$ cat config.mk
export PLATFORM = sky130hd
export DESIGN_NAME = irq_sense_conv
export DESIGN_NICKNAME = d
export VERILOG_FILES = /design/src/rtl/irq_sense_pkg.sv /design/src/rtl/irq_sense_sync.sv /design/src/rtl/irq_sense_line.sv /design/src/rtl/irq_sense_regs.sv /design/src/rtl/irq_sense_conv.sv
export SDC_FILE = /design/constraint.sdc
export NUM_CORES = 1
export LEC_CHECK = 0
export ABC_AREA = 1
export BUFFER_PORTS_ARGS = -buffer_cell sky130_fd_sc_hd__buf_4
export CAP_MARGIN = 20
export CORE_MARGIN = 10
export CORE_UTILIZATION = 58
export DETAILED_ROUTE_END_ITERATION = 6
export GPL_TIMING_DRIVEN = 1
export PLACE_DENSITY = 0.81
export SLEW_MARGIN = 20
export SYNTH_ARGS = -nofsm -noshare
export SYNTH_HDL_FRONTEND = slang
export SYNTH_SLANG_ARGS = --single-unit
$ cat constraint.sdc
create_clock -name clk -period 1.5 [get_ports clk]
set_input_delay 0.15 -clock clk [delete_from_list [all_inputs] [get_ports clk]]
set_output_delay 0.15 -clock clk [all_outputs]
set_load 0.005 [all_outputs]
$ cat src/rtl/irq_sense_pkg.sv
package irq_sense_pkg;

    // register byte offsets
    localparam int OFS_MASK  = 'h00;
    localparam int OFS_CLR   = 'h04;
    localparam int OFS_POL   = 'h08;
    localparam int OFS_RAW   = 'h0C;
    localparam int OFS_EDGE  = 'h10;

    // per-line latch state
    typedef enum logic {
        LN_IDLE = 1'b0,
        LN_HELD = 1'b1
    } line_state_e;

endpackage

$ cat src/rtl/irq_sense_sync.sv
module irq_sense_sync #(
    parameter int WIDTH  = 32,
    parameter int STAGES = 2
) (
    input  logic             clk,
    input  logic             rst_n,
    input  logic [WIDTH-1:0] d_i,
    output logic [WIDTH-1:0] q_o,
    output logic [WIDTH-1:0] prev_o
);
    localparam int LAST = STAGES - 1;

    logic [WIDTH-1:0] chain [STAGES];
    logic [WIDTH-1:0] prev_q;

    always_ff @(posedge clk or negedge rst_n) begin
        if (!rst_n) chain[0] <= '0;
        else        chain[0] <= d_i;
    end

    for (genvar g = 1; g < STAGES; g++) begin : g_stage
        always_ff @(posedge clk or negedge rst_n) begin
            if (!rst_n) chain[g] <= '0;
            else        chain[g] <= chain[g-1];
        end
    end

    always_ff @(posedge clk or negedge rst_n) begin
        if (!rst_n) prev_q <= '0;
        else        prev_q <= chain[LAST];
    end

    assign q_o    = chain[LAST];
    assign prev_o = prev_q;

endmodule

$ cat src/rtl/irq_sense_line.sv
module irq_sense_line
    import irq_sense_pkg::*;
(
    input  logic clk,
    input  logic rst_n,
    input  logic lvl_i,
    input  logic prev_i,
    input  logic pol_i,
    input  logic edge_i,
    input  logic clr_i,
    output logic raw_o
);
    line_state_e st_q, st_nx;
    logic        ev;

    // edge event from the raw synchronized pair, so a polarity change alone is no event
    assign ev = pol_i ? (lvl_i & ~prev_i) : (~lvl_i & prev_i);

    always_ff @(posedge clk or negedge rst_n) begin
        if (!rst_n) st_q <= LN_IDLE;
        else        st_q <= st_nx;
    end

    always_comb begin
        st_nx = st_q;
        unique case (st_q)
            LN_IDLE: if (edge_i && ev) st_nx = LN_HELD;                 // arm
            LN_HELD: begin
                if (!edge_i)            st_nx = LN_IDLE;                 // discard
                else if (clr_i && !ev)  st_nx = LN_IDLE;                 // release
            end
        endcase
    end

    always_comb begin
        if (edge_i) raw_o = (st_q == LN_HELD);
        else        raw_o = pol_i ? lvl_i : ~lvl_i;
    end


    edge_wins_chk: assert property (@(posedge clk) disable iff (!rst_n)
        (edge_i && ev) |=> (st_q == LN_HELD));


    clr_release_chk: assert property (@(posedge clk) disable iff (!rst_n)
        (edge_i && st_q == LN_HELD && clr_i && !ev) |=> (st_q == LN_IDLE));


    level_discard_chk: assert property (@(posedge clk) disable iff (!rst_n)
        !edge_i |=> (st_q == LN_IDLE));


    arm_cause_chk: assert property (@(posedge clk) disable iff (!rst_n)
        $rose(st_q == LN_HELD) |-> $past(ev && edge_i));

endmodule

$ cat src/rtl/irq_sense_regs.sv
module irq_sense_regs
    import irq_sense_pkg::*;
#(
    parameter int N      = 32,
    parameter int ADDR_W = 5
) (
    input  logic              clk,
    input  logic              rst_n,
    input  logic              reg_valid,
    input  logic              reg_write,
    input  logic [ADDR_W-1:0] reg_addr,
    input  logic [N-1:0]      reg_wdata,
    input  logic [N-1:0]      raw_i,
    output logic [N-1:0]      reg_rdata,
    output logic [N-1:0]      mask_o,
    output logic [N-1:0]      pol_o,
    output logic [N-1:0]      edge_o,
    output logic [N-1:0]      clr_o
);
    localparam logic [ADDR_W-1:0] A_MASK = ADDR_W'(OFS_MASK);
    localparam logic [ADDR_W-1:0] A_CLR  = ADDR_W'(OFS_CLR);
    localparam logic [ADDR_W-1:0] A_POL  = ADDR_W'(OFS_POL);
    localparam logic [ADDR_W-1:0] A_RAW  = ADDR_W'(OFS_RAW);
    localparam logic [ADDR_W-1:0] A_EDGE = ADDR_W'(OFS_EDGE);

    logic         wr;
    logic [N-1:0] mask_q, pol_q, edge_q;

    assign wr = reg_valid && reg_write;

    always_ff @(posedge clk or negedge rst_n) begin
        if (!rst_n) begin
            mask_q <= '1;
            pol_q  <= '0;
            edge_q <= '0;
        end else if (wr) begin
            if (reg_addr == A_MASK) mask_q <= reg_wdata;
            if (reg_addr == A_POL)  pol_q  <= reg_wdata;
            if (reg_addr == A_EDGE) edge_q <= reg_wdata;
        end
    end

    assign clr_o  = (wr && reg_addr == A_CLR) ? reg_wdata : '0;
    assign mask_o = mask_q;
    assign pol_o  = pol_q;
    assign edge_o = edge_q;

    always_comb begin
        reg_rdata = '0;
        if (reg_valid && !reg_write) begin
            case (reg_addr)
                A_MASK:  reg_rdata = mask_q;
                A_POL:   reg_rdata = pol_q;
                A_RAW:   reg_rdata = raw_i;
                A_EDGE:  reg_rdata = edge_q;
                default: reg_rdata = '0;
            endcase
        end
    end


    raw_readonly_chk: assert property (@(posedge clk) disable iff (!rst_n)
        (wr && reg_addr == A_RAW) |=> ($stable(mask_q) && $stable(pol_q) && $stable(edge_q)));


    clr_reads_zero_chk: assert property (@(posedge clk) disable iff (!rst_n)
        (reg_valid && !reg_write && reg_addr == A_CLR) |-> (reg_rdata == '0));

endmodule

$ cat src/rtl/irq_sense_conv.sv
module irq_sense_conv
    import irq_sense_pkg::*;
#(
    parameter int N_LINES     = 32,
    parameter int SYNC_STAGES = 2,
    parameter int ADDR_W      = 5
) (
    input  logic               clk,
    input  logic               rst_n,
    input  logic [N_LINES-1:0] irq_pin_i,
    input  logic               reg_valid_i,
    input  logic               reg_write_i,
    input  logic [ADDR_W-1:0]  reg_addr_i,
    input  logic [N_LINES-1:0] reg_wdata_i,
    output logic [N_LINES-1:0] reg_rdata_o,
    output logic [N_LINES-1:0] irq_o
);
    logic [N_LINES-1:0] lvl, prev, raw, mask, pol, edge_sel, clr;

    irq_sense_sync #(.WIDTH(N_LINES), .STAGES(SYNC_STAGES)) u_sync (
        .clk    (clk),
        .rst_n  (rst_n),
        .d_i    (irq_pin_i),
        .q_o    (lvl),
        .prev_o (prev)
    );

    irq_sense_regs #(.N(N_LINES), .ADDR_W(ADDR_W)) u_regs (
        .clk       (clk),
        .rst_n     (rst_n),
        .reg_valid (reg_valid_i),
        .reg_write (reg_write_i),
        .reg_addr  (reg_addr_i),
        .reg_wdata (reg_wdata_i),
        .raw_i     (raw),
        .reg_rdata (reg_rdata_o),
        .mask_o    (mask),
        .pol_o     (pol),
        .edge_o    (edge_sel),
        .clr_o     (clr)
    );

    for (genvar i = 0; i < N_LINES; i++) begin : g_line
        irq_sense_line u_line (
            .clk    (clk),
            .rst_n  (rst_n),
            .lvl_i  (lvl[i]),
            .prev_i (prev[i]),
            .pol_i  (pol[i]),
            .edge_i (edge_sel[i]),
            .clr_i  (clr[i]),
            .raw_o  (raw[i])
        );
    end

    assign irq_o = raw & ~mask;

endmodule

After elaboration in Yosys (flattened, before gate mapping)
Cells that the tools add are included.
- logic and storage cells: 535
- bits of input ports: 73
- flip-flop bits (word level): 224
- bitwise logic cells: 162
- multiplexer cells: 227
- equal/unequal tests: 4
- reductions and logical operators: 104
- operators by type and width (cell ; count):
    1-bit 2-to-1 mux ; 192
    32-bit one-hot mux with 4 select lines ; 1
    1-bit NOT ; 96
    1-bit logical AND ; 67
    1-bit AND ; 64
    32-bit 2-to-1 mux ; 2
    1-bit one-hot mux with 2 select lines ; 32
    1-bit logical NOT ; 33
    32-bit AND ; 1
    32-bit NOT ; 1
    5-bit by 4-bit equality test with 1-bit output, second input constant ; 2
    2-bit AND reduction ; 3
    5-bit by 3-bit equality test with 1-bit output, second input constant ; 1
    5-bit equality test, second input constant ; 1
    5-bit logical NOT ; 1

Longest topological paths before layout
- depth in word-level cells: 8
- mapped depth: 7
- depth with buffers taken out: 7

Cells and area by module
A second synthesis with hierarchy kept.
- cells, all modules: 1298
- area, all modules: 10975.5 sq um
- by module, submodules not included (module ; area each (sq um) ; instances ; seq. area each (sq um) ; cells an instance):
    irq_sense_regs ; 5490.3 ; 1 ; 2442.3 ; 690
    irq_sense_sync ; 2642.5 ; 1 ; 2402.3 ; 128
    irq_sense_line ; 78.8 ; 32 ; 25.0 ; 13
    irq_sense_conv ; 320.3 ; 1 ; 0.0 ; 64

Least setup slack after synthesis
No wires, ideal clock.
- path kind: input to output
- start point: in reg_addr_i[4]
- end point: out reg_rdata_o[30]
- buffers on the path: 2
- stages on the path: 7
- required time: 1350 ps
- setup slack: 367 ps
- data arrival time: 983 ps
- path through: buf_4 > nor2_8 > buf_2 > nand4_1 > nand3_1 > nor2_1 > nor2_1
- word-level cells in the longest chain between the ends: 3
- ends and longest elaborated chain (element ; line ; source):
    start, declared ; irq_sense_conv.sv:13 ; input logic [ADDR_W-1:0] reg_addr_i,
    5-bit equality test, or another cell as far along ; irq_sense_regs.sv:51 ; case (reg_addr)
    32-bit one-hot mux with 4 select lines (*) ; irq_sense_regs.sv:51 ;
    32-bit 2-to-1 mux (*) ; irq_sense_regs.sv:50 ; if (reg_valid && !reg_write) begin
    end, declared ; irq_sense_conv.sv:15 ; output logic [N_LINES-1:0] reg_rdata_o,
Mark *: on every way between the ends. The rest lies on a longest branch, timed or not.

Final worst setup path
- start point: reg u_regs.pol_q[10], in the netlist u_regs.pol_o[10]
- end point: out reg_rdata_o[10]
- word-level cells in the longest chain between the ends: 4
- ends and longest elaborated chain (element ; line ; source):
    start, declared ; irq_sense_regs.sv:27 ; logic [N-1:0] mask_q, pol_q, edge_q;
    start signal, assigned ; irq_sense_regs.sv:38 ; if (reg_addr == A_POL) pol_q <= reg_wdata;
    1-bit 2-to-1 mux ; irq_sense_line.sv:37 ; else raw_o = pol_i ? lvl_i : ~lvl_i;
    1-bit 2-to-1 mux ; irq_sense_line.sv:36 ; if (edge_i) raw_o = (st_q == LN_HELD);
    32-bit one-hot mux with 4 select lines (*) ; irq_sense_regs.sv:51 ;
    32-bit 2-to-1 mux (*) ; irq_sense_regs.sv:50 ;
Marked as above.

==> flow_summary.ini <==
[clocking]
htree_levels = 1
numCtsBuffers = 24
cts_tree = yes
clockBufferDepth = 3
clk_pin_slew_ns = 0.06
insertion_delay_ns = 0.53
cts_root_buffer = clkbuf_16
cts.sinks = 224

[route]
first_pass_iters = 6
vias = 11470
drc = 0
final_antenna_net_count = 0
via_per_inst = 6.208
finalWirelength_um = 40610
drtIter0Drc = 1580
wl_per_cell_um = 21.98

[sta]
min_period_ns = 1.889
fin_skew_ns = 0.01170
setup_viol = 66
grt_setup_unrepaired = yes
slew_headroom = 0.6846
fmax_ghz = 0.5294
period_share = 1.259
setup_slack_ns = -0.3889
hold_violations = 0
worst_slew_pin_slew_ns = 0.4732
slew_viol_final = 0

[critical_path]
worstSetupPathType = register to output pin
worstSetupStartpointType = register
crit_top_cell = nor2_1
slowest_delay_ns = 0.44
crit_chain = inv_2, nand2_2, nand3_2, nand2_4, nor2_1, nor2_1, nor2_1, buf_4
crit_slowest_cell = dfrtp_1
crit_fanout = 4
endpoint_kind = output pin
required_ns = 1.35
crit_arrival_ns = 1.74

[die]
die_w_um = 153.0
rows = 48
ios = 137
die-area_sq_um = 23410
die-height_um = 153.0
coreArea_sq_um = 17300
initial_core_util = 0.5932

[synth]
syn_area_per_cell_sq_um = 8.376
synth_cell_types = 23
synth_area_sq_um = 10260
synth_cells = 1225
synth-seq-area-share = 0.5502
ys_ff_latch = 224
ys_warn_count = 0
synth_nets = 1298

[global_route]
grt_pass1_wl_um = 55140
antenna_found_initial = 1
grt_pass1_vias = 11050
grt_overflow_total = 0
grt_max_degree = 53
grtUsageTotal = 0.2799

[power]
seq_power_share = 0.396
p_int_mw = 12.89
peakVddDrop_mv = 1.207
leakagePower_nw = 7.485
power.density_nw_per_um2 = 1166
p_sw_mw = 5.299
p_sw_frac = 0.2914
pwr-share-clk = 0.356
p_comb_frac = 0.248

[layout]
nFillCells = 653
layout_commonest_cell = buf_4
final_cell_mix = buf_4 (263), nand2_1 (188), dfrtp_1 (188)
synthToLayoutAreaGrowth_pct = 51.94
drive_gt1_frac = 0.4334
fin_area_sq_um = 15590
final_cells = 1848
final_core_util = 0.9014
final_nets = 1678

[placed_design]
dp.cells = 1572
gp_congestion = 0.8157
portBuffers = 136
placed_cell_area_sq_um = 11740
hpwl_um = 17810

[min_path]
hold_class = input pin to asynchronous set/reset pin

[run]
cap_violations = 0

[status]
violations = setup timing
outcome = finished, violations left
## routing by layer
metal | vias to the layer above | global-route usage | part of all wire
met5 | - | 0 | 0
met3 | 317 | 0.05359 | 0.10
met4 | 0 | 0.1435 | 0.073
li1 | 4767 | - | -
met2 | 948 | 0.4824 | 0.49
met1 | 5441 | 0.3254 | 0.34
## critical path, delay by kind of cell (launching register included)
kind / cells / cell delay [ns]
buf+inv: 2 / 0.24
flops: 1 / 0.44
simple gates: 6 / 0.55
## timing repair
action | CTS | global route
setup buffers | 124 | 51
endpoints found under the hold margin | 340 | 0
endpoints found under the setup margin | 64 | 69
pin swaps | 95 | 62
gates resized for setup | 192 | 204
hold buffers | 65 | 0
## power by group through the flow
stage	clock network (mW)	registers, mW	logic, mW
6_report	6.46	7.21	4.51
5_1_grt	6.72	7.25	4.77
4_1_cts	6.36	7.07	3.59
3_5_place_dp	0	7.18	2.21
3_3_place_gp	0	7.15	2.14
2_1_floorplan	0	7.07	1.19
## final cells by class
cell class,instances,area (sq um),share of cell area
sequential,224,5650,0.3624
multi-input combinational,809,4608,0.2956
timing repair buffer,412,3689,0.2366
clock buffer,38,754.5,0.04839
inverter,134,503.0,0.03226
tap,225,281.5,0.01806
clock inverter,5,102.6,0.006581
antenna,1,2.502,0.0001605
## per-stage QoR
step	setup WS, ns	power, mW	hold slack [ns]	TNS, ns
6_report	-0.3889	18.18	0.1246	-15.61
5_1_grt	-0.4753	18.74	0.1430	-19.32
4_1_cts	-0.3083	17.02	0.1378	-11.65
3_5_place_dp	-0.005655	9.387	0.08397	-0.01406
3_3_place_gp	0.01808	9.292	0.07992	0
2_1_floorplan	0.3674	8.251	-0.1456	0
## flip-flops by register name (all words and copies together) (netlist names)
signal / count
u_sync.q_o: 32
g_line.u_line.st_q: 32
u_regs.pol_o: 32
u_sync.chain: 32
u_sync.prev_o: 32
u_regs.mask_o: 32
u_regs.edge_o: 32
## Yosys cell counts
cell type,count,share of area
inv_2,3,0.0011
buf_1,3,0.0011
nor2_4,1,0.0011
inv_1,131,0.048
dfstp_2,32,0.082
nand3_1,94,0.046
nand4_1,96,0.059
nand2_1,258,0.094
o21ai_0,94,0.046
o21ai_1,66,0.032
nor2_1,159,0.058
dfrtp_1,192,0.47
or2_2,31,0.019
nand4_4,3,0.0062
buf_4,7,0.0051
buf_6,7,0.0077
nand3_2,1,0.00098
nand3_4,1,0.0017
nor3_2,1,0.00098
buf_2,30,0.015
a21oi_1,3,0.0015
nor2_8,1,0.0020
clkbuf_1,11,0.0040
## worst paths after layout
kind | startpoint | slack (ns) | cells past startpoint | end
max in group asynchronous | rst_n | 0.69 | 3 | u_regs.mask_o[23]
worst min-delay path | rst_n | 0.12 | 2 | u_sync.q_o[8]
worst max register to register | u_regs.pol_o[13] | -0.18 | 12 | g_line[13].u_line.st_q
worst max-delay path | u_regs.pol_o[10] | -0.39 | 8 | reg_rdata_o[10]
worst min register to register | u_sync.chain[63] | 0.35 | 0 | u_sync.q_o[31]
min in group clk | irq_pin_i[6] | 0.27 | 2 | u_sync.chain[38]
## cells by family (layout without fill, tap and decap cells)
family                 after synthesis  in the layout  synth area share
and+or+nand+nor                    646            646            0.2887
DFF                                224            224            0.5502
buffers and inverters              192            589           0.08158
AOI/OAI and AO/OA                  163            163           0.07950
other                                0              1                 0
(Power assumes the default switching activity.)
